`src/rtl/serial_pkg.sv`:
```
package serial_pkg;

  // Layout follows the mode register: [5:4] stop, [3] odd, [2] parity on, [1:0] length
  typedef struct packed {
    logic [1:0] stop;
    logic       odd;
    logic       par_en;
    logic [1:0] len;
  } frame_mode_t;

  localparam int OVERSAMPLE = 16;

  function automatic logic [3:0] data_bits(input logic [1:0] len);
    return 4'd5 + {2'b00, len};
  endfunction

  // Stop interval in oversample ticks
  function automatic logic [5:0] stop_ticks(input logic [1:0] code);
    case (code)
      2'b00:   return 6'd16;
      2'b01:   return 6'd24;
      default: return 6'd32;
    endcase
  endfunction

  function automatic logic [7:0] char_mask(input logic [1:0] len);
    return 8'hFF >> (4'd8 - data_bits(len));
  endfunction

endpackage

```
`src/rtl/serial_baud.sv`:
```
module serial_baud #(
  parameter int DIV_W = 16
) (
  input  logic             clk,
  input  logic             rst_n,
  input  logic [DIV_W-1:0] div,
  output logic             tick
);
  logic [DIV_W-1:0] cnt_q;

  assign tick = (cnt_q >= div);

  always_ff @(posedge clk or negedge rst_n) begin
    if (!rst_n)    cnt_q <= '0;
    else if (tick) cnt_q <= '0;
    else           cnt_q <= cnt_q + 1'b1;
  end
endmodule

```
`src/rtl/serial_tx.sv`:
```
module serial_tx
  import serial_pkg::*;
(
  input  logic        clk,
  input  logic        rst_n,
  input  logic        tick,
  input  frame_mode_t mode,
  input  logic        wr_en,
  input  logic [7:0]  wr_data,
  output logic        txd,
  output logic        tx_ready,
  output logic        tx_empty
);
  typedef enum logic [2:0] {T_IDLE, T_START, T_DATA, T_PAR, T_STOP} tx_state_t;

  tx_state_t   state_q;
  frame_mode_t mode_q;
  logic [7:0]  hold_q, sh_q;
  logic        full_q, par_q;
  logic [5:0]  tcnt_q;
  logic [3:0]  bcnt_q;
  logic        stop_end, load;

  assign stop_end = (state_q == T_STOP) && (tcnt_q == stop_ticks(mode_q.stop) - 6'd1);
  assign load     = tick && full_q && ((state_q == T_IDLE) || stop_end);

  always_ff @(posedge clk or negedge rst_n) begin
    if (!rst_n) begin
      state_q <= T_IDLE;
      mode_q  <= '0;
      hold_q  <= '0;
      sh_q    <= '0;
      full_q  <= 1'b0;
      par_q   <= 1'b0;
      tcnt_q  <= '0;
      bcnt_q  <= '0;
    end else begin
      if (wr_en && !full_q) begin
        hold_q <= wr_data;
        full_q <= 1'b1;
      end
      if (load) begin
        mode_q  <= mode;
        sh_q    <= hold_q & char_mask(mode.len);
        par_q   <= (^(hold_q & char_mask(mode.len))) ^ mode.odd;
        full_q  <= 1'b0;
        state_q <= T_START;
        tcnt_q  <= '0;
      end else if (tick) begin
        case (state_q)
          T_START: begin
            if (tcnt_q == 6'd15) begin
              state_q <= T_DATA;
              tcnt_q  <= '0;
              bcnt_q  <= '0;
            end else tcnt_q <= tcnt_q + 6'd1;
          end
          T_DATA: begin
            if (tcnt_q == 6'd15) begin
              tcnt_q <= '0;
              sh_q   <= {1'b0, sh_q[7:1]};
              if (bcnt_q == data_bits(mode_q.len) - 4'd1)
                state_q <= mode_q.par_en ? T_PAR : T_STOP;
              else
                bcnt_q <= bcnt_q + 4'd1;
            end else tcnt_q <= tcnt_q + 6'd1;
          end
          T_PAR: begin
            if (tcnt_q == 6'd15) begin
              state_q <= T_STOP;
              tcnt_q  <= '0;
            end else tcnt_q <= tcnt_q + 6'd1;
          end
          T_STOP: begin
            if (stop_end) state_q <= T_IDLE;
            else          tcnt_q  <= tcnt_q + 6'd1;
          end
          default: state_q <= T_IDLE;
        endcase
      end
    end
  end

  always_comb begin
    case (state_q)
      T_START: txd = 1'b0;
      T_DATA:  txd = sh_q[0];
      T_PAR:   txd = par_q;
      default: txd = 1'b1;
    endcase
  end

  assign tx_ready = !full_q;
  assign tx_empty = !full_q && (state_q == T_IDLE);
endmodule

```
`src/rtl/serial_rx.sv`:
```
module serial_rx
  import serial_pkg::*;
(
  input  logic        clk,
  input  logic        rst_n,
  input  logic        tick,
  input  frame_mode_t mode,
  input  logic        rxd,
  input  logic        rd_data,
  input  logic        clr_err,
  output logic [7:0]  rx_data,
  output logic        rx_ready,
  output logic        perr,
  output logic        ferr,
  output logic        ovr,
  output logic        deliver
);
  typedef enum logic [2:0] {R_IDLE, R_START, R_DATA, R_PAR, R_STOP} rx_state_t;

  rx_state_t  state_q;
  logic       s1_q, s2_q;
  logic [3:0] cnt_q, bcnt_q;
  logic [7:0] sh_q;
  logic       acc_q, pbad_q;

  assign deliver = tick && (state_q == R_STOP) && (cnt_q == 4'd15);

  always_ff @(posedge clk or negedge rst_n) begin
    if (!rst_n) begin
      s1_q <= 1'b1;
      s2_q <= 1'b1;
    end else begin
      s1_q <= rxd;
      s2_q <= s1_q;
    end
  end

  always_ff @(posedge clk or negedge rst_n) begin
    if (!rst_n) begin
      state_q <= R_IDLE;
      cnt_q   <= '0;
      bcnt_q  <= '0;
      sh_q    <= '0;
      acc_q   <= 1'b0;
      pbad_q  <= 1'b0;
    end else if (tick) begin
      case (state_q)
        R_IDLE: begin
          if (!s2_q) begin
            state_q <= R_START;
            cnt_q   <= '0;
          end
        end
        R_START: begin
          if (cnt_q == 4'd6) begin
            cnt_q <= '0;
            if (!s2_q) begin
              state_q <= R_DATA;
              bcnt_q  <= '0;
              sh_q    <= '0;
              acc_q   <= 1'b0;
              pbad_q  <= 1'b0;
            end else state_q <= R_IDLE;
          end else cnt_q <= cnt_q + 4'd1;
        end
        R_DATA: begin
          cnt_q <= cnt_q + 4'd1;
          if (cnt_q == 4'd15) begin
            sh_q  <= {s2_q, sh_q[7:1]};
            acc_q <= acc_q ^ s2_q;
            if (bcnt_q == data_bits(mode.len) - 4'd1)
              state_q <= mode.par_en ? R_PAR : R_STOP;
            else
              bcnt_q <= bcnt_q + 4'd1;
          end
        end
        R_PAR: begin
          cnt_q <= cnt_q + 4'd1;
          if (cnt_q == 4'd15) begin
            pbad_q  <= s2_q ^ acc_q ^ mode.odd;
            state_q <= R_STOP;
          end
        end
        R_STOP: begin
          cnt_q <= cnt_q + 4'd1;
          if (cnt_q == 4'd15) state_q <= R_IDLE;
        end
        default: state_q <= R_IDLE;
      endcase
    end
  end

  always_ff @(posedge clk or negedge rst_n) begin
    if (!rst_n) begin
      rx_data  <= '0;
      rx_ready <= 1'b0;
      perr     <= 1'b0;
      ferr     <= 1'b0;
      ovr      <= 1'b0;
    end else begin
      rx_ready <= deliver | (rx_ready & ~rd_data);
      perr     <= (perr & ~clr_err) | (deliver & pbad_q);
      ferr     <= (ferr & ~clr_err) | (deliver & ~s2_q);
      ovr      <= (ovr & ~clr_err) | (deliver & rx_ready & ~rd_data);
      if (deliver) rx_data <= sh_q >> (4'd8 - data_bits(mode.len));
    end
  end
endmodule

```
`src/rtl/serial_xcvr.sv`:
```
module serial_xcvr
  import serial_pkg::*;
#(
  parameter int DIV_W   = 16,
  parameter int DEF_DIV = 26
) (
  input  logic       clk,
  input  logic       rst_n,
  input  logic       reg_wr,
  input  logic       reg_rd,
  input  logic [1:0] reg_addr,
  input  logic [7:0] reg_wdata,
  output logic [7:0] reg_rdata,
  output logic       txd,
  input  logic       rxd,
  output logic       tx_ready,
  output logic       tx_empty,
  output logic       rx_ready
);
  localparam logic [1:0] A_DATA = 2'd0, A_MODE = 2'd1, A_DIVL = 2'd2, A_DIVH = 2'd3;
  localparam frame_mode_t MODE_RST = '{stop: 2'b00, odd: 1'b0, par_en: 1'b0, len: 2'b11};

  frame_mode_t      mode_q;
  logic [DIV_W-1:0] div_q;
  logic             tick, rx_deliver, rx_perr, rx_ferr, rx_ovr;
  logic [7:0]       rx_data, status;
  logic             wdata_unused;

  assign wdata_unused = ^reg_wdata[7:6];

  always_ff @(posedge clk or negedge rst_n) begin
    if (!rst_n) begin
      mode_q <= MODE_RST;
      div_q  <= DIV_W'(DEF_DIV);
    end else if (reg_wr) begin
      case (reg_addr)
        A_MODE: mode_q <= frame_mode_t'(reg_wdata[5:0]);
        A_DIVL: div_q  <= {div_q[DIV_W-1:8], reg_wdata};
        A_DIVH: div_q  <= {reg_wdata[DIV_W-9:0], div_q[7:0]};
        default: ;
      endcase
    end
  end

  serial_baud #(.DIV_W(DIV_W)) u_baud (
    .clk(clk), .rst_n(rst_n), .div(div_q), .tick(tick)
  );

  serial_tx u_tx (
    .clk(clk), .rst_n(rst_n), .tick(tick), .mode(mode_q),
    .wr_en(reg_wr && reg_addr == A_DATA), .wr_data(reg_wdata),
    .txd(txd), .tx_ready(tx_ready), .tx_empty(tx_empty)
  );

  serial_rx u_rx (
    .clk(clk), .rst_n(rst_n), .tick(tick), .mode(mode_q), .rxd(rxd),
    .rd_data(reg_rd && reg_addr == A_DATA), .clr_err(reg_rd && reg_addr == A_MODE),
    .rx_data(rx_data), .rx_ready(rx_ready), .perr(rx_perr), .ferr(rx_ferr),
    .ovr(rx_ovr), .deliver(rx_deliver)
  );

  assign status = {2'b00, rx_ovr, rx_ferr, rx_perr, rx_ready, tx_empty, tx_ready};

  always_comb begin
    case (reg_addr)
      A_DATA:  reg_rdata = rx_data;
      A_MODE:  reg_rdata = status;
      A_DIVL:  reg_rdata = div_q[7:0];
      default: reg_rdata = 8'(div_q >> 8);
    endcase
  end
endmodule

```
`config.mk`:
```
export PLATFORM = sky130hd
export DESIGN_NAME = serial_xcvr
export DESIGN_NICKNAME = d
export VERILOG_FILES = /design/src/rtl/serial_pkg.sv /design/src/rtl/serial_baud.sv /design/src/rtl/serial_tx.sv /design/src/rtl/serial_rx.sv /design/src/rtl/serial_xcvr.sv
export SDC_FILE = /design/constraint.sdc
export NUM_CORES = 1
export LEC_CHECK = 0
export ABC_AREA = 1
export BUFFER_PORTS_ARGS = -buffer_cell sky130_fd_sc_hd__buf_4
export CAP_MARGIN = 10
export CORE_UTILIZATION = 48
export CTS_BUF_LIST = sky130_fd_sc_hd__clkbuf_2
export CTS_CLUSTER_SIZE = 30
export DETAILED_ROUTE_END_ITERATION = 16
export GPL_TIMING_DRIVEN = 0
export PLACE_DENSITY = 0.66
export SLEW_MARGIN = 30
export SYNTH_ARGS = -nofsm -noshare
export SYNTH_HDL_FRONTEND = slang
export SYNTH_SLANG_ARGS = --single-unit
```
`constraint.sdc`:
```
create_clock -name clk -period 2.1 [get_ports clk]
set_clock_uncertainty 0.2 [all_clocks]
set_input_delay 0.315 -clock clk [delete_from_list [all_inputs] [get_ports clk]]
set_output_delay 0.315 -clock clk [all_outputs]
set_load 0.01 [all_outputs]
```
## Word-level counts from Yosys, hierarchy flattened

Index checks and enable logic that the tools add are counted.

| word-level totals | value |
|---|---|
| register bits | 109 |
| output and inout port bits | 12 |
| word-level logic and storage cells | 196 |
| input port bits | 15 |

| operators by class | value |
|---|---|
| equal/unequal tests | 35 |
| $lt $le $gt $ge | 1 |
| reduce and logical (&&, ||, !) cells | 40 |
| add/sub/neg operators | 11 |
| bitwise operators | 22 |
| shift-type cells | 2 |
| mux-type cells | 55 |

Operators with widths:

| operator | count |
|---|---|
| $mux 8 | 7 |
| $mux 3 | 15 |
| $mux 4 | 8 |
| $pmux 16 s2 | 1 |
| $mux 6 | 4 |
| $pmux 6 s2 | 2 |
| $pmux 8 s3 | 1 |
| $reduce_and 6->1 | 3 |
| $add 16x1->16 const B | 1 |
| $ge 16x16->1 | 1 |
| $mux 16 | 1 |
| $pmux 4 s2 | 2 |
| $pmux 8 s2 | 1 |
| $ne 3x1->1 const B | 5 |
| $pmux 3 s5 | 1 |
| $reduce_and 3->1 | 5 |
| $reduce_bool 2->1 | 7 |
| $add 4x1->4 const B | 3 |
| $eq 3x2->1 const B | 4 |
| $ne 2x1->1 const B | 6 |
| $pmux 3 s4 | 1 |
| $pmux 4 s3 | 1 |
| $logic_and 1x1->1 | 10 |
| $ne 2x2->1 const B | 5 |
| other kinds (36) | 71 |

## Depth between registers and ports, before layout

Gate-level depths: netlist of run 1.

| logic depth | value |
|---|---|
| depth in word-level cells | 9 |
| depth in mapped cells | 18 |
| depth with buffers taken out | 17 |

## By module

Synthesis of run 1 repeated with hierarchy kept, for this count alone.

| unflattened totals | value |
|---|---|
| cell total of the unflattened synthesis | 842 |
| area, all modules | 6573.8 um^2 |

Modules (own cells, without submodules):

| module | area each (um^2) | instances | sequential area each (um^2) | cells an instance |
|---|---|---|---|---|
| serial_tx | 2210.9 | 1 | 900.9 | 286 |
| serial_rx | 1910.6 | 1 | 878.3 | 241 |
| serial_baud | 1253.7 | 1 | 400.4 | 167 |
| serial_xcvr | 1198.6 | 1 | 556.8 | 148 |

## Least setup slack after synthesis of run 1

No wires, ideal clock.

| path | value |
|---|---|
| kind | register -> register |
| from | reg mode_q[0] (netlist bit) |
| to | reg u_rx.state_q[2] |
| required time | 1.783 ns |
| clock period less this slack | 2.256 ns |
| stages on the path, launching flop included | 15 |
| slack | -0.156 ns |
| path buffers | 0 |
| arrival | 1.939 ns |
| cell sequence | dfstp_2 -> inv_2 -> ha_1 -> inv_1 -> nand2_1 -> nand2_2 -> inv_1 -> nand2_1 -> nand3_1 -> nor2_1 -> nor2_1 -> nor2_1 -> nand2_1 -> nand2_1 -> nand2_1 |

| on the way | value |
|---|---|
| longest elaborated chain between the ends | 5 |

Ends and longest elaborated chain:

| item | line | source |
|---|---|---|
| start, declared | serial_xcvr.sv:23 | `frame_mode_t mode_q;` |
| start signal, assigned | serial_xcvr.sv:37 | `A_MODE: mode_q <= frame_mode_t'(reg_wdata[5:0]);` |
| $add 3x2->4 | serial_pkg.sv:14 | `return 4'd5 + {2'b00, len};` |
| $sub 4x1->4 | serial_rx.sv:71 | `if (bcnt_q == data_bits(mode.len) - 4'd1)` |
| $eq 4x4->1 | serial_rx.sv:71 |  |
| $ne 2x1->1 (no source line) | -- |  |
| $reduce_and 7->1 (no source line) | -- |  |
| end signal, assigned | serial_rx.sv:72 | `state_q <= mode.par_en ? R_PAR : R_STOP;` |
| end, declared | serial_rx.sv:20 | `rx_state_t state_q;` |

No other way between the ends.
A chain may end at the register's enable or synchronous reset.

## Worst setup path after layout of run 1

| path | value |
|---|---|
| from | reg div_q[3] |
| to | reg u_tx.sh_q[5] |

| on the way | value |
|---|---|
| longest elaborated chain between the ends | 5 |

Ends and longest elaborated chain:

| item | line | source |
|---|---|---|
| start, declared | serial_xcvr.sv:24 | `logic [DIV_W-1:0] div_q;` |
| start signal, assigned | serial_xcvr.sv:34 | `div_q <= DIV_W'(DEF_DIV);` |
| start signal, assigned | serial_xcvr.sv:38 | `A_DIVL: div_q <= {div_q[DIV_W-1:8], reg_wdata};` |
| start signal, assigned | serial_xcvr.sv:39 | `A_DIVH: div_q <= {reg_wdata[DIV_W-9:0], div_q[7:0]};` |
| $ge 16x16->1 (*) | serial_baud.sv:11 | `assign tick = (cnt_q >= div);` |
| $logic_and 1x1->1 (2 in series) | serial_tx.sv:25 | `assign load = tick && full_q && ((state_q == T_IDLE) \|\| stop_end);` |
| $reduce_bool 2->1 (no source line) | -- |  |
| $reduce_and 3->1 (no source line) | -- |  |
| end signal, assigned | serial_tx.sv:44 | `sh_q <= hold_q & char_mask(mode.len);` |
| end signal, assigned | serial_tx.sv:61 | `sh_q <= {1'b0, sh_q[7:1]};` |
| end, declared | serial_tx.sv:18 | `logic [7:0] hold_q, sh_q;` |

Mark *: on every way between the ends. The rest lies on a longest branch, timed or not.

==> out/qor.yml, run 1 <==
status: "finished with violations"
violations: "setup timing"
final_layout_size_suffix_gt1_share_pct: 30.42
dieArea_mm2: 0.01303
netlist_area_mm2: 0.006040
drc: 0
worst_pin_slew_ns: 0.6067
die_x_um: 114.2
synth-adder-area-share_pct: 5.179
die_y_um: 114.2
grt-ovfl-total: 0
grt_use_total_pct: 26.37
fin_util_pct: 66.86
yosys.area_share.xor_xnor_pct: 2.755
initial_core_util_pct: 49.66
synth_cells: 788
grt_max_degree: 110
cts_root_buffer: "clkbuf_2"
ios: 27
crit_type: "reg -> reg"
cts_made_buffers: 9
cts_tree: "built"
grt_use_met3_pct: 5.611
final_area_mm2: 0.008132
antenna_cells: 0
io_buffers: 26
hold_slack_ns: 0.07054
vdd_ir_drop_max_mv: 0.5153
finalWirelength_um: 16380
arrival_ns: 2.79
fill_cells: 966
setup_violations: 84
dpl.hpwl_um: 10310
avgSynthCellArea_um2: 7.664
slew_violations: 0
coreArea_mm2: 0.01216
crit_path_cell_trace: "inv_4 > ha_4 > nand4_1 > nor2_1 > nor2_1 > nand2_1 > nand2_2 > nand2_8 > nand2_8 > buf_12 > buf_12 > nand2_4 > nand2_2 > nand2_2 > nand2_1"
nNetsFinal: 917
yosysUniqueCellTypes: 39
antenna_found_initial: 0
post_drt_wl_per_cell_um: 15.61
multi_input_area_mm2: 0.003684
num_vias: 5609
ys_warn_count: 0
yosysTopAreaCellShare_pct: 42.26
total_power_mw: 6.896
end_kind: "register"
max-slew-margin-rel_pct: 59.55
fin_tns_setup_ns: -14.84
pre_cts_slack_ns: -0.4848
critPathMaxFanout: 8
synth_compound_area_share_pct: 14.05
cp_common_cell: "nand2_2"
grt_pass1_wl_um: 26780
place_inst: 982
drtIter0Drc: 421
htreeDepth: 3
clock_latency_ns: 0.65
synth_area_leaders: "dfrtp_1 42%, nand2_1 15%, o21ai_0 7.0%"
required_ns: 2.48
ys.flop_type: "dfrtp_1"
seqCellArea_mm2: 0.002740
cts_sinks: 109
place_area_mm2: 0.006497
synth_top_family_by_area: "simple AND/OR/NAND/NOR gates"
cap_violations: 0
fmax_mhz: 414.0
via_per_inst: 5.347
final_cell_mix: "187 x nand2_1, 99 x dfrtp_1, 87 x inv_1, 49 x o21ai_0, 40 x nand2_2"
final_cells: 1049
cp-start-kind: "register"
met2_usage_pct: 45.82
mostFrequentLayoutCell: "nand2_1"
power_density_mw_per_mm2: 848.1
use_met1_pct: 32.36
timing.final.ws_setup_ns: -0.3153
final.period_utilization_pct: 115.0
cts_max_path_buffers: 2
yosysTopAreaCell: "dfrtp_1"
place.gp.congestion: 0.8591
hp-class: "in -> reg"
area_growth_syn_to_layout_pct: 34.64
ant_nets: 0
synth_simple_gate_area_share_pct: 24.80
ys_seq_area_share_pct: 45.31
leakagePower_nw: 3.821
slowest_delay_ns: 0.63
num_rows: 40
synthMuxAreaShare_pct: 0
async_reset_ff_share_pct: 100.0
busiest_layer: "met2"
drtPass1Iterations: 5
path_clk_slew_ns: 0.32
syn_nets: 828
hold_viol_final: 0
rsz0062_at_grt: "true"
final.min_clock_period_ns: 2.415
cp_slowest_cell: "dfstp_2"
first_global_vias: 5645
synth-edff-count: 0
ys_seq_elements: 109
-- power breakdown --
group | switching [mW] | total [mW] | internal, mW
clock | 0.740 | 0.913 | 0.173
combinational | 1.84 | 3.13 | 1.29
sequential | 0.385 | 2.85 | 2.47
-- worst max-delay path: cells and delay by family, from the launching register on --
kind | cells | cell delay, ns
simple gates | 11 | 0.86
flops | 1 | 0.63
buf+inv | 3 | 0.35
fa+ha+maj | 1 | 0.28
-- logic make-up (layout without fill, tap and decap cells) --
group / after synthesis / after routing
compound gates: 150 / 151
xor+xnor: 19 / 19
fa+ha+maj: 25 / 25
buf+inv: 120 / 210
flops: 109 / 109
simple gates: 365 / 367
-- registers in the layout, indices dropped and copies added (netlist names), 4 cells and up --
| signal | count |
|---|---|
| div_q | 16 |
| mode_q | 6 |
| u_baud.cnt_q | 16 |
| u_rx.bcnt_q | 4 |
| u_rx.cnt_q | 4 |
| u_rx.rx_data | 8 |
| u_rx.sh_q | 8 |
| u_tx.bcnt_q | 4 |
| u_tx.hold_q | 8 |
| u_tx.mode_q | 5 |
| u_tx.sh_q | 8 |
| u_tx.tcnt_q | 6 |
-- cell usage after synthesis (2+ instances only) --
| cell | instances |
|---|---|
| inv_1 | 104 |
| nand3b_1 | 2 |
| nor2_2 | 3 |
| nand4_1 | 7 |
| o22ai_1 | 7 |
| ha_1 | 25 |
| nor3_1 | 7 |
| a31oi_1 | 2 |
| dfrtp_1 | 102 |
| nand3_1 | 38 |
| xor2_1 | 7 |
| o31ai_1 | 11 |
| o21ai_0 | 84 |
| nor2_1 | 55 |
| buf_4 | 2 |
| a21oi_1 | 29 |
| nand2_1 | 243 |
| buf_6 | 2 |
| clkbuf_1 | 7 |
| o21bai_1 | 3 |
| o21a_1 | 3 |
| nand2_2 | 7 |
| o221ai_1 | 2 |
| o21ai_2 | 2 |
| dfstp_2 | 7 |
| xnor2_1 | 12 |
| buf_2 | 3 |
-- layer usage --
metal | wire length [um] | part of all wire [%] | vias up
met4 | 391 | 2.4 | 0
met1 | 7109 | 43 | 2716
met3 | 644 | 3.9 | 34
li1 | - | - | 2742
met5 | 0 | 0 | -
met2 | 8235 | 50 | 117
-- repair_timing --
action | 4_1_cts | 5_1_grt
pin swaps | 46 | 36
buffers inserted | 21 | 6
resized for setup | 196 | 93
hold buffers | 16 | 1
endpoints found under the setup margin | 84 | 86
gates cloned | 10 | 0
endpoints found under the hold margin | 137 | 25
-- worst paths after layout --
kind	start	end	slack (ns)	cells after the start
max in group asynchronous	rst_n	mode_q[0]$_DFFE_PN1P_	0.60	4
hold reg to reg	u_rx.s1_q$_DFF_PN1_	u_rx.s2_q$_DFF_PN1_	0.18	0
setup reg to reg	div_q[3]$_DFFE_PN1P_	u_tx.sh_q[5]$_DFFE_PN0P_	-0.32	15
min in group asynchronous	rst_n	u_tx.state_q[0]$_DFFE_PN0P_	0.39	3
setup / recovery	div_q[3]$_DFFE_PN1P_	u_tx.sh_q[5]$_DFFE_PN0P_	-0.32	15
hold / removal	reg_addr[0]	u_tx.hold_q[6]$_DFFE_PN0P_	0.07	5
-- layout make-up --
type | count | area share, %
plain buffers | 14 | 1.770
flip-flops and latches | 109 | 33.70
clock inverters | 5 | 0.5539
inverters | 105 | 5.401
multi-input cells | 562 | 45.30
repair buffers | 76 | 10.08
clock buffers | 10 | 0.6155
well taps | 168 | 2.585
Note: power is estimated with default switching activity, not from simulation.
==> inputs of run 2 (changes only) <==
--- a/config.mk
+++ b/config.mk
@@ -6,6 +6,7 @@
 export NUM_CORES = 1
 export LEC_CHECK = 0
 export ABC_AREA = 1
+export ABC_CLOCK_PERIOD_IN_PS = 2100
 export BUFFER_PORTS_ARGS = -buffer_cell sky130_fd_sc_hd__buf_4
 export CAP_MARGIN = 10
 export CORE_UTILIZATION = 48
@@ -18,3 +19,4 @@
 export SYNTH_ARGS = -nofsm -noshare
 export SYNTH_HDL_FRONTEND = slang
 export SYNTH_SLANG_ARGS = --single-unit
+export TNS_END_PERCENT = 50
==> run 2 against run 1 <==
The run still ends with setup timing left. Clock power hardly changed. Maximum frequency is 2.0% higher. Flip-flop and latch count stayed put. Critical path type is now reg -> out.
==> out/qor.yml, run 2 (same netlist as run 1, synthesis figures left out) <==
status: "finished with violations"
violations: "setup timing"
ant_nets: 0  # unchanged
path_clk_slew_ns: 0.32  # about the same
leakagePower_nw: 3.750  # -1.9%
p_sw_mw: 2.819  # -5.1%
regToRegSetupSlack_ns: -0.24  # +0.08 ns
pwr-share-comb_pct: 43.8  # -1.6 points
slew_violations: 0  # unchanged
cts_sinks: 109  # unchanged
arrival_ns: 1.85  # -0.94 ns
power.internal_mw: 3.824  # -2.6%
first_global_vias: 5514  # -2.3%
setup_violations: 83  # -1.2%
nNetsFinal: 912  # -0.55%
hp-class: "in -> reg"
clock_latency_ns: 0.64  # about the same
final.period_utilization_pct: 112.8  # -2.2 points
ios: 27  # unchanged
cts_max_path_buffers: 2  # unchanged
critPathMaxFanout: 3  # -5
total_power_mw: 6.643  # -3.7%
fill_cells: 1029  # +6.5%
final_area_mm2: 0.007835  # -3.6%
cp_common_cell: "buf_6"
vdd_ir_drop_max_mv: 0.5190  # +0.72%
mostFrequentLayoutCell: "nand2_1"
post_drt_wl_per_cell_um: 15.16  # -2.9%
grt-ovfl-total: 0  # unchanged
htreeDepth: 3  # unchanged
final_layout_size_suffix_gt1_share_pct: 27.40  # -3.0 points
num_vias: 5549  # -1.1%
slowest_delay_ns: 0.49  # -0.14 ns
antenna_found_initial: 0  # unchanged
rsz0062_at_grt: "true"
p_sw_share_pct: 42.44  # -0.63 points
area_growth_syn_to_layout_pct: 29.73
end_kind: "output port"
place_area_mm2: 0.006497  # unchanged
drtIter0Drc: 360  # -14%
final.min_clock_period_ns: 2.368  # -0.04711 ns
initial_core_util_pct: 49.66  # unchanged
cts_root_buffer: "clkbuf_2"
power_density_mw_per_mm2: 847.9  # about the same
cp_slowest_cell: "dfrtp_1"
pre_cts_slack_ns: -0.4848  # unchanged
fin_util_pct: 64.42  # -2.4 points
dieArea_mm2: 0.01303  # unchanged
via_per_inst: 5.315  # -0.60%
fmax_mhz: 422.3  # +2.0%
coreArea_mm2: 0.01216  # unchanged
largestRegisters: "div_q x16, u_baud.cnt_q x16"
num_rows: 40  # unchanged
grt_pass1_wl_um: 26060  # -2.7%
grt_max_degree: 110  # unchanged
dpl.hpwl_um: 10310  # unchanged
crit_path_cell_trace: "buf_6 > nor2_4 > nand2_4 > o22ai_4 > a21oi_2 > nand2_1 > buf_6"
drc: 0  # unchanged
final_cell_mix: "192 x nand2_1, 101 x dfrtp_1, 86 x inv_1, 57 x o21ai_0, 42 x nor2_1"
max-slew-margin-rel_pct: 61.38  # +1.8 points
place.gp.congestion: 0.8591  # unchanged
timing.final.ws_setup_ns: -0.2682  # +0.04711 ns
crit_type: "reg -> out"
hold_viol_final: 0  # unchanged
io_buffers: 26  # unchanged
grt_use_total_pct: 25.56  # -0.81 points
die_y_um: 114.2  # unchanged
required_ns: 1.58  # -0.90 ns
pwr-share-clk_pct: 13.7  # +0.5 points
antenna_cells: 0  # unchanged
cap_violations: 0  # unchanged
finalWirelength_um: 15830  # -3.4%
worst_pin_slew_ns: 0.5793  # -0.02734 ns
die_x_um: 114.2  # unchanged
cts_tree: "built"
drtPass1Iterations: 7  # +2
p_seq_share_pct: 42.5  # +1.2 points
cp-start-kind: "register"
cts_made_buffers: 9  # unchanged
run 2: cell types whose count changed in the layout (fill, tap and decap cells not counted), sizes merged:
cell / previous run / this run
buf: 65 / 60
clkinv: 4 / 2
inv: 105 / 107
run 2: per-stage QoR:
step	TNS [ns]	instances	hold slack (ns)
after floorplan	-0.01018	788	-0.1806
after global placement	-21.70	982	0.1470
after detailed placement	-25.24	982	0.1472
after CTS	-10.16	1036	0.02076
after global routing	-21.96	1044	0.06440
final	-10.97	1044	0.08718
run 2: final cells by class:
type | instances | area [um^2] | area share [%]
Multi-Input combinational cell | 562 | 3505 | 44.73
Buffer | 15 | 151.4 | 1.932
Clock inverter | 5 | 45.04 | 0.5749
Sequential cell | 109 | 2738 | 34.94
Clock buffer | 10 | 50.05 | 0.6388
Tap cell | 168 | 210.2 | 2.683
Timing Repair Buffer | 70 | 714.4 | 9.118
Inverter | 105 | 421.7 | 5.382
run 2: repair_timing:
action / 4_1_cts / 5_1_grt
setup buffers: 15 / 6
hold buffers: 16 / 1
hold endpoints to repair: 137 / 26
pin swaps: 28 / 33
cloned: 8 / 0
gates resized for setup: 142 / 79
setup endpoints to repair: 84 / 86
run 2: routing by layer:
metal | GRT usage (%) | routed length, um | vias to the layer above
li1 | - | - | 2725
met1 | 31.30 | 6809 | 2682
met2 | 44.57 | 7947 | 105
met3 | 5.453 | 649 | 37
met4 | 8.918 | 423 | 0
met5 | 0 | 0 | -
run 2: final timing paths:
kind,startpoint,to,cells after the start
max,u_tx.state_q[1]$_DFFE_PN0P_,reg_rdata[1],7
min,reg_addr[0],u_tx.hold_q[6]$_DFFE_PN0P_,5
max reg2reg,div_q[3]$_DFFE_PN1P_,u_tx.tcnt_q[4]$_DFFE_PN0P_,16
min reg2reg,u_rx.s1_q$_DFF_PN1_,u_rx.s2_q$_DFF_PN1_,0
max in group asynchronous,rst_n,u_rx.s2_q$_DFF_PN1_,4
min in group asynchronous,rst_n,u_tx.state_q[2]$_DFFE_PN0P_,3
run 2: power groups by stage:
stage | clock network (mW) | logic (mW) | registers [mW]
floorplan | 0 | 1.62 | 2.73
global placement | 0 | 2.05 | 2.81
detailed placement | 0 | 2.14 | 2.82
CTS | 0.952 | 2.68 | 2.81
global route | 1.03 | 3.23 | 2.87
finish | 0.910 | 2.91 | 2.82
run 2: critical path: cells and delay by family (launching register included):
family	cells	cell delay, ns
compound gates	2	0.18
buf+inv	2	0.25
flops	1	0.49
simple gates	3	0.31
==> inputs of run 3 (changes only) <==
--- a/config.mk
+++ b/config.mk
@@ -8,13 +8,13 @@
 export ABC_AREA = 1
 export ABC_CLOCK_PERIOD_IN_PS = 2100
 export BUFFER_PORTS_ARGS = -buffer_cell sky130_fd_sc_hd__buf_4
-export CAP_MARGIN = 10
-export CORE_UTILIZATION = 48
+export CAP_MARGIN = 15
+export CORE_UTILIZATION = 50
 export CTS_BUF_LIST = sky130_fd_sc_hd__clkbuf_2
 export CTS_CLUSTER_SIZE = 30
 export DETAILED_ROUTE_END_ITERATION = 16
 export GPL_TIMING_DRIVEN = 0
-export PLACE_DENSITY = 0.66
+export PLACE_DENSITY = 0.69
 export SLEW_MARGIN = 30
 export SYNTH_ARGS = -nofsm -noshare
 export SYNTH_HDL_FRONTEND = slang
==> run 3 against run 2 <==
The run ends with DRC, setup timing left. First-iteration DRC count increased by 34%. Cell count down 2.9%. Non-clock buffer count decreased by 5. Hold slack lost 0.032 ns. Largest power group is now sequential cells.
==> out/qor.yml, run 3 (same netlist as run 1, synthesis figures left out) <==
final.period_utilization_pct: 115.1  # +2.3 points
finalWirelength_um: 15830  # about the same
dpl.hpwl_um: 10490  # +1.7%
ant_nets: 0  # unchanged
cts_sinks: 109  # unchanged
arrival_ns: 2.82  # +0.97 ns
critPathMaxFanout: 8  # +5
final_cells: 1014  # -2.9%
place.gp.congestion: 0.9050  # +5.3%
nNetsFinal: 905  # -0.77%
violations: "DRC, setup timing"
power_density_mw_per_mm2: 884.5  # +4.3%
final_cell_mix: "214 x nand2_1, 100 x dfrtp_1, 82 x inv_1, 58 x o21ai_0, 44 x nor2_1"
io_buffers: 26  # unchanged
cap_violations: 0  # unchanged
die_y_um: 111.9  # -2.0%
num_vias: 5567  # +0.32%
fin_util_pct: 65.47  # +1.0 points
num_rows: 39  # -2.5%
coreArea_mm2: 0.01161  # -4.5%
largestRegisters: "div_q x16, u_baud.cnt_q x16"
dieArea_mm2: 0.01252  # -3.9%
final_layout_size_suffix_gt1_share_pct: 23.68  # -3.7 points
cts_tree: "built"
initial_core_util_pct: 52.00  # +2.3 points
place_inst: 957  # -2.5%
grt-ovfl-total: 0  # unchanged
regToRegSetupSlack_ns: -0.32  # -0.08 ns
clock_latency_ns: 0.68  # +0.04 ns
area_growth_syn_to_layout_pct: 25.90
cts_made_buffers: 9  # unchanged
worst_pin_slew_ns: 0.8780  # +0.2986 ns
antenna_found_initial: 1  # +1
required_ns: 2.50  # +0.92 ns
status: "finished with violations"
ios: 27  # unchanged
post_drt_wl_per_cell_um: 15.61  # +2.9%
total_power_mw: 6.725  # +1.2%
timing.rr.start: "u_tx.tcnt_q[0]$_DFFE_PN0P_"
grt_use_total_pct: 25.92  # +0.36 points
r2r-end: "u_tx.sh_q[0]$_DFFE_PN0P_"
htreeDepth: 3  # unchanged
reg2regPathDepth: 13  # -3
hold_slack_ns: 0.05567  # -0.03150 ns
path_clk_slew_ns: 0.33  # about the same
slew_violations: 0  # unchanged
leakagePower_nw: 3.685  # -1.7%
mostFrequentLayoutCell: "nand2_1"
crit_type: "reg -> reg"
drc: 2  # +2
max-slew-margin-rel_pct: 41.47  # -20 points
timing.final.ws_setup_ns: -0.3175  # -0.04928 ns
via_per_inst: 5.490  # +3.3%
cp-start-kind: "register"
rsz0062_at_grt: "true"
cts_root_buffer: "clkbuf_2"
first_global_vias: 5389  # -2.3%
hold_viol_final: 0  # unchanged
drtIter0Drc: 482  # +34%
end_kind: "register"
die_x_um: 111.9  # -2.0%
cts_max_path_buffers: 2  # unchanged
vdd_ir_drop_max_mv: 0.5549  # +6.9%
drtPass1Iterations: 11  # +4
final.min_clock_period_ns: 2.417  # +0.04928 ns
hp-class: "in -> async"
setup_violations: 83  # unchanged
fmax_mhz: 413.7  # -2.0%
grt_max_degree: 110  # unchanged
grt_pass1_wl_um: 25590  # -1.8%
pre_cts_slack_ns: -0.5296  # -0.04478 ns
-- run 3: critical path: stages (launching register included) --
cell	delay, ns
dfrtp_1	0.50
ha_1	0.22
nand2_1	0.09
nor2_1	0.10
nand2_1	0.08
nor2_2	0.10
nand2_2	0.10
a21oi_4	0.35
nand2_4	0.11
bufbuf_16	0.28
nand2_1	0.06
nand2_1	0.06
nand2_1	0.07
nand2_1	0.05
-- run 3: report_power, final --
part,internal (mW),switching (mW)
sequential,2.47,0.356
clock,0.309,0.793
combinational,1.11,1.69
total,3.89,2.84
-- run 3: through the flow --
step / TNS [ns] / cell area, um^2
2_1_floorplan: -0.01018 / 6088
3_3_place_gp: -20.59 / 6462
3_5_place_dp: -25.97 / 6466
4_1_cts: -15.08 / 7345
5_1_grt: -28.92 / 7604
6_report: -17.30 / 7604
-- run 3: cell type report --
cell class	instances	area, um^2
timing repair buffer	65	638.1
fill	970	4010
sequential	109	2739
inverter	105	414.1
clock inverter	7	91.34
buffer	15	141.4
antenna	1	2.502
tap	143	178.9
clock buffer	9	45.04
multi-input combinational	560	3353
-- run 3: worst max-delay path by stage --
stage / startpoint / endpoint / cells after the start
2_1_floorplan: div_q[3]$_DFFE_PN1P_ / u_rx.rx_data[0]$_DFFE_PN0N_ / 12
3_3_place_gp: div_q[3]$_DFFE_PN1P_ / u_rx.pbad_q$_DFFE_PN0P_ / 15
3_5_place_dp: div_q[3]$_DFFE_PN1P_ / u_rx.pbad_q$_DFFE_PN0P_ / 15
4_1_cts: div_q[4]$_DFFE_PN1P_ / u_tx.sh_q[0]$_DFFE_PN0P_ / 16
5_1_grt: u_tx.tcnt_q[0]$_DFFE_PN0P_ / u_tx.sh_q[0]$_DFFE_PN0P_ / 13
6_report: u_tx.tcnt_q[0]$_DFFE_PN0P_ / u_tx.sh_q[0]$_DFFE_PN0P_ / 13
-- run 3: repair_timing --
item | 4_1_cts | 5_1_grt
endpoints found under the setup margin | 86 | 88
endpoints found under the hold margin | 140 | 0
resized for setup | 107 | 72
cloned | 6 | 0
buffers inserted | 16 | 3
hold buffers | 15 | 0
pin swaps | 21 | 22
-- run 3: routing by layer --
| metal | vias to the layer above | share of wire [%] | routed length [um] | GRT usage [%] |
|---|---|---|---|---|
| met5 | - | 0 | 0 | 0 |
| met4 | 0 | 2.5 | 401 | 9.820 |
| met3 | 31 | 4.3 | 682 | 5.988 |
| met2 | 139 | 50 | 7901 | 43.31 |
| met1 | 2685 | 43 | 6840 | 32.69 |
| li1 | 2712 | - | - | - |
